File: config.mk
export PLATFORM = sky130hd
export DESIGN_NAME = tap_ctrl
export DESIGN_NICKNAME = d
export VERILOG_FILES = /design/src/rtl/tap_ctrl.sv
export SDC_FILE = /design/constraint.sdc
export NUM_CORES = 1
export LEC_CHECK = 0
export BUFFER_PORTS_ARGS = -buffer_cell sky130_fd_sc_hd__buf_2
export CORE_MARGIN = 4
export CORE_UTILIZATION = 35
export CTS_BUF_LIST = sky130_fd_sc_hd__clkbuf_4 sky130_fd_sc_hd__clkbuf_8
export DETAILED_ROUTE_END_ITERATION = 8
export MAX_ROUTING_LAYER = met4
export PLACE_DENSITY = 0.57
export SLEW_MARGIN = 0
export SYNTH_ARGS = -nofsm -noshare
export SYNTH_HDL_FRONTEND = slang
export SYNTH_SLANG_ARGS = --single-unit
File: constraint.sdc
create_clock -name tck -period 1.8 [get_ports tck]
set_input_delay 0.36 -clock tck [delete_from_list [all_inputs] [get_ports tck]]
set_output_delay 0.36 -clock tck [all_outputs]
set_load 0.01 [all_outputs]
File: src/rtl/tap_ctrl.sv
module tap_ctrl #(
  parameter logic [31:0] ID_WORD = 32'h4B5C_60E3
) (
  input  logic tck,
  input  logic trst_n,
  input  logic tms,
  input  logic tdi,
  output logic tdo,
  output logic tdo_en,
  input  logic bsr_tdo,
  output logic bsr_sel,
  output logic bsr_capture,
  output logic bsr_shift,
  output logic bsr_update,
  output logic ext_mode
);

  localparam int IRW = 4;
  localparam int IDW = $bits(ID_WORD);
  localparam logic [IRW-1:0] OP_EXT    = 4'b0000;
  localparam logic [IRW-1:0] OP_SAMP   = 4'b0011;
  localparam logic [IRW-1:0] OP_ID     = 4'b1110;
  localparam logic [IRW-1:0] IR_CAPVAL = 4'b0001;

  typedef enum logic [3:0] {
    S_TLR, S_RTI,
    S_SEL_DR, S_CAP_DR, S_SH_DR, S_EX1_DR, S_PAU_DR, S_EX2_DR, S_UPD_DR,
    S_SEL_IR, S_CAP_IR, S_SH_IR, S_EX1_IR, S_PAU_IR, S_EX2_IR, S_UPD_IR
  } tap_st_t;

  tap_st_t state, nxt;
  logic [IRW-1:0] ir_sr, ir;
  logic [IDW-1:0] id_sr;
  logic           byp;
  logic           sel_id, dr_bit;

  always_comb begin
    case (state)
      S_TLR:    nxt = tms ? S_TLR    : S_RTI;
      S_RTI:    nxt = tms ? S_SEL_DR : S_RTI;
      S_SEL_DR: nxt = tms ? S_SEL_IR : S_CAP_DR;
      S_CAP_DR: nxt = tms ? S_EX1_DR : S_SH_DR;
      S_SH_DR:  nxt = tms ? S_EX1_DR : S_SH_DR;
      S_EX1_DR: nxt = tms ? S_UPD_DR : S_PAU_DR;
      S_PAU_DR: nxt = tms ? S_EX2_DR : S_PAU_DR;
      S_EX2_DR: nxt = tms ? S_UPD_DR : S_SH_DR;
      S_UPD_DR: nxt = tms ? S_SEL_DR : S_RTI;
      S_SEL_IR: nxt = tms ? S_TLR    : S_CAP_IR;
      S_CAP_IR: nxt = tms ? S_EX1_IR : S_SH_IR;
      S_SH_IR:  nxt = tms ? S_EX1_IR : S_SH_IR;
      S_EX1_IR: nxt = tms ? S_UPD_IR : S_PAU_IR;
      S_PAU_IR: nxt = tms ? S_EX2_IR : S_PAU_IR;
      S_EX2_IR: nxt = tms ? S_UPD_IR : S_SH_IR;
      S_UPD_IR: nxt = tms ? S_SEL_DR : S_RTI;
      default:  nxt = S_TLR;
    endcase
  end

  assign bsr_sel     = (ir == OP_EXT) || (ir == OP_SAMP);
  assign sel_id      = (ir == OP_ID);
  assign ext_mode    = (ir == OP_EXT);
  assign bsr_capture = bsr_sel && (state == S_CAP_DR);
  assign bsr_shift   = bsr_sel && (state == S_SH_DR);
  assign bsr_update  = bsr_sel && (state == S_UPD_DR);
  assign dr_bit      = bsr_sel ? bsr_tdo : (sel_id ? id_sr[0] : byp);

  always_ff @(posedge tck or negedge trst_n) begin
    if (!trst_n) begin
      state <= S_TLR;
      ir_sr <= IR_CAPVAL;
      id_sr <= ID_WORD;
      byp   <= 1'b0;
    end else begin
      state <= nxt;
      case (state)
        S_CAP_IR: ir_sr <= IR_CAPVAL;
        S_SH_IR:  ir_sr <= {tdi, ir_sr[IRW-1:1]};
        S_CAP_DR: begin
          byp <= 1'b0;
          if (sel_id) id_sr <= ID_WORD;
        end
        S_SH_DR: begin
          byp <= tdi;
          if (sel_id) id_sr <= {tdi, id_sr[IDW-1:1]};
        end
        default: ;
      endcase
    end
  end

  always_ff @(negedge tck or negedge trst_n) begin
    if (!trst_n) begin
      ir     <= OP_ID;
      tdo    <= 1'b0;
      tdo_en <= 1'b0;
    end else begin
      if (state == S_TLR)         ir <= OP_ID;
      else if (state == S_UPD_IR) ir <= ir_sr;
      tdo_en <= (state == S_SH_IR) || (state == S_SH_DR);
      if (state == S_SH_IR)      tdo <= ir_sr[0];
      else if (state == S_SH_DR) tdo <= dr_bit;
    end
  end

  logic [2:0] tms_run;
  always_ff @(posedge tck or negedge trst_n) begin
    if (!trst_n)              tms_run <= 3'd0;
    else if (!tms)            tms_run <= 3'd0;
    else if (tms_run != 3'd5) tms_run <= tms_run + 3'd1;
  end

  assert_reset_ir_R1: assert property (@(posedge tck) disable iff (!trst_n)
    (state == S_TLR) |-> (ir == OP_ID));

  assert_five_tms_R2: assert property (@(posedge tck) disable iff (!trst_n)
    (tms_run == 3'd5) |-> (state == S_TLR));

  assert_capture_ir_R3: assert property (@(posedge tck) disable iff (!trst_n)
    (state == S_CAP_IR) |=> (ir_sr[1:0] == 2'b01));

  assert_ir_hold_R5: assert property (@(posedge tck) disable iff (!trst_n)
    (state == S_SH_IR) |=> $stable(ir));

  assert_ir_change_R5: assert property (@(posedge tck) disable iff (!trst_n)
    !$stable(ir) |-> ((state == S_UPD_IR) || (state == S_TLR)));

  assert_tdo_en_R6: assert property (@(posedge tck) disable iff (!trst_n)
    tdo_en |-> ((state == S_SH_IR) || (state == S_SH_DR)));

endmodule

==> impl_metrics.tcl <==
set metrics [dict create \
    grt_pass1_wl_um 8086 \
    synth.net_count 193 \
    power.leakage_nw 1.298 \
    r2r_slack_ns -0.89 \
    grt_max_degree 40 \
    ir_worst_vdd_mv 0.5750 \
    via_per_inst 5.144 \
    drive_gt1_frac 0.4795 \
    die_h_um 85.68 \
    cts.clk_slew.worst_paths_ns 0.09 \
    cts-htree-levels 2 \
    rr_worst_depth 11 \
    syn_inst 188 \
    setup_viol 45 \
    dr.pass1.iters 5 \
    io_buffer_count 11 \
    core-area_um2 5886 \
    die_area_um2 7341 \
    p_sw_mw 1.572 \
    vias 1641 \
    yosysSeqAreaShare 0.5681 \
    final_cell_count_no_fill 319 \
    ioPinCount 12 \
    r2r-start "ir[0]" \
    start_util 0.3588 \
    hold_class "in -> reg" \
    antenna_found_initial 0 \
    grt_pass1_vias 1680 \
    wl_per_cell_um 15.20 \
    powerDensity_nw_per_um2 1565 \
    synth_seq_cells 47 \
    diodes 0 \
    power_frac_seq 0.378 \
    yosys_warnings 0 \
    end_kind "output port" \
    slew_headroom 0.6736 \
    hold_viol 0 \
    drv_slew 0 \
    cts_tree "built" \
    worst_pin_slew_ns 0.4896 \
    internal_power_mw 3.174 \
    rsz0062_at_grt "true" \
    fin_tns_setup_ns -34.78 \
    rows 28 \
    path_class "reg -> out" \
    globalplace.congestion 0.7422 \
    whs_ns 0.3276 \
    outcome "finished, violations left" \
    ant_nets 0 \
    clock_latency_ns 0.36 \
    cts_buffers 5 \
    dp.cells 291 \
    finalClockSkew_ns 0.06706 \
    crit_fanout 4 \
    clock_path_buffers 2 \
    pre_cts_ws_ns -0.7760 \
    root_buffer "clkbuf_8" \
    syn_avg_cell_area_um2 11.23 \
    routed_wl_um 4848 \
    fp.dieW_um 85.68 \
    cp-start-kind "flop" \
    post-route-drc-count 0 \
    violations "negative setup slack" \
    setup_slack_ns -1.075 \
    comb_power_share 0.445 \
    cp_data_required_time_ns 1.44 \
    swShare 0.3312 \
    layout_commonest_cell "buf_4" \
    arrival_ns 2.51 \
    drtIter0Drc 88 \
    synth_area_um2 2112 \
    area.growth.synth_to_final_pct 43.60 \
    crit_start "ir[1]" \
    holdCritStartpoint "tdi" \
    track_usage 0.1433 \
    dp_hpwl_um 3114 \
    layout_common_cells "buf_4 (27), dfrtp_1 (25), dfstp_2 (19), buf_6 (18), a22o_1 (17)" \
    clockPowerShare 0.176 \
    grt-ovfl-total 0 \
    maxCapViolCount 0 \
    min_path_cells 3 \
    utilization 0.5153 \
    cts.sinks 47 \
    num-nets-final 248 \
    synth_cell_type_count 41 \
]
worst paths after layout:
check | endpoint
hold reg to reg | id_sr[10]
hold / removal | byp
min in group asynchronous | state[2]
max in group asynchronous | ir[1]
setup / recovery | bsr_update
setup reg to reg | id_sr[20]
area by class of cell:
type / count / area, um2
flip-flops and latches: 47 / 1200
repair buffers: 62 / 605.6
fillers: 513 / 2853
clock inverters: 5 / 50.05
multi-input cells: 117 / 974.7
clock buffers: 6 / 82.58
inverters: 7 / 26.28
well taps: 75 / 93.84
what timing repair did:
action,CTS,global route
buffers inserted,15,3
hold buffers,1,0
gates cloned,2,1
endpoints found under the setup margin,45,45
hold endpoints to repair,2,0
pin swaps,13,13
resized for setup,32,6
stage by stage:
stage	instance area [um2]	power [mW]
2_1_floorplan	2282	3.045
3_3_place_gp	2542	3.474
3_5_place_dp	2542	3.506
4_1_cts	2973	4.649
5_1_grt	3033	5.063
6_report	3033	4.746
synth_stat cells:
cell type / count / area share
a21oi_1: 7 / 0.017
nor2b_1: 2 / 0.0059
xnor2_1: 1 / 0.0041
buf_2: 4 / 0.0095
a21oi_2: 1 / 0.0041
a22oi_1: 3 / 0.011
o22a_1: 15 / 0.062
nor4_1: 3 / 0.0089
o21a_1: 1 / 0.0036
dfrtp_1: 25 / 0.30
nor4bb_1: 1 / 0.0047
or3b_1: 1 / 0.0041
inv_1: 8 / 0.014
dfstp_2: 19 / 0.24
nor2_1: 8 / 0.014
and3_1: 2 / 0.0059
o211ai_1: 3 / 0.011
nand2b_1: 5 / 0.015
buf_1: 1 / 0.0018
nor3b_1: 1 / 0.0036
clkbuf_1: 5 / 0.0089
buf_4: 3 / 0.011
nand3_1: 5 / 0.012
a211oi_1: 1 / 0.0036
o21ai_0: 10 / 0.024
nor3_1: 4 / 0.0095
or3b_4: 1 / 0.0053
o2111a_1: 1 / 0.0053
a221oi_1: 1 / 0.0041
a31oi_1: 1 / 0.0030
a22o_1: 17 / 0.070
nor2_4: 1 / 0.0053
nand2_1: 14 / 0.025
nand3b_1: 1 / 0.0036
o32ai_1: 2 / 0.0083
o22ai_1: 1 / 0.0030
o31ai_1: 1 / 0.0036
buf_6: 2 / 0.011
dfrtn_1: 3 / 0.036
buf_8: 1 / 0.0071
nand3_2: 2 / 0.0095
flip-flops by register name, indices dropped and copies added, names as in the netlist:
name,cells
byp,1
id_sr,32
ir,4
ir_sr,4
state,4
tdo,1
tdo_en,1
per-layer routing:
layer,part of all wire,global-route usage,vias up,routed length [um]
met1,0.50,0.1967,816,2406
met3,0.026,0.02305,2,125
met4,0.0083,0.05180,0,40
met5,0,-,-,0
li1,-,-,797,-
met2,0.47,0.2147,26,2275
worst max-delay path: stages, from the launching register on:
cell	delay (ns)
dfstp_2	0.36
buf_6	0.11
nor4_4	0.34
nor2_4	0.12
nor4_4	0.15
buf_2	0.17
cell families (layout without fill, tap and decap cells):
group | count (synthesis) | in the layout | share of synthesized area
xor+xnor | 1 | 1 | 0.004148
simple gates | 51 | 51 | 0.1321
compound gates | 65 | 65 | 0.2328
buf+inv | 24 | 80 | 0.06279
flops | 47 | 47 | 0.5681
power groups by stage:
stage | sequential, mW | combinational, mW | clock, mW
6_report | 1.80 | 2.11 | 0.836
5_1_grt | 1.85 | 2.30 | 0.912
4_1_cts | 1.80 | 1.99 | 0.864
3_5_place_dp | 1.80 | 1.69 | 0.0139
3_3_place_gp | 1.79 | 1.67 | 0.0139
2_1_floorplan | 1.75 | 1.28 | 0.0139
Note: power is estimated with default switching activity, not from simulation.
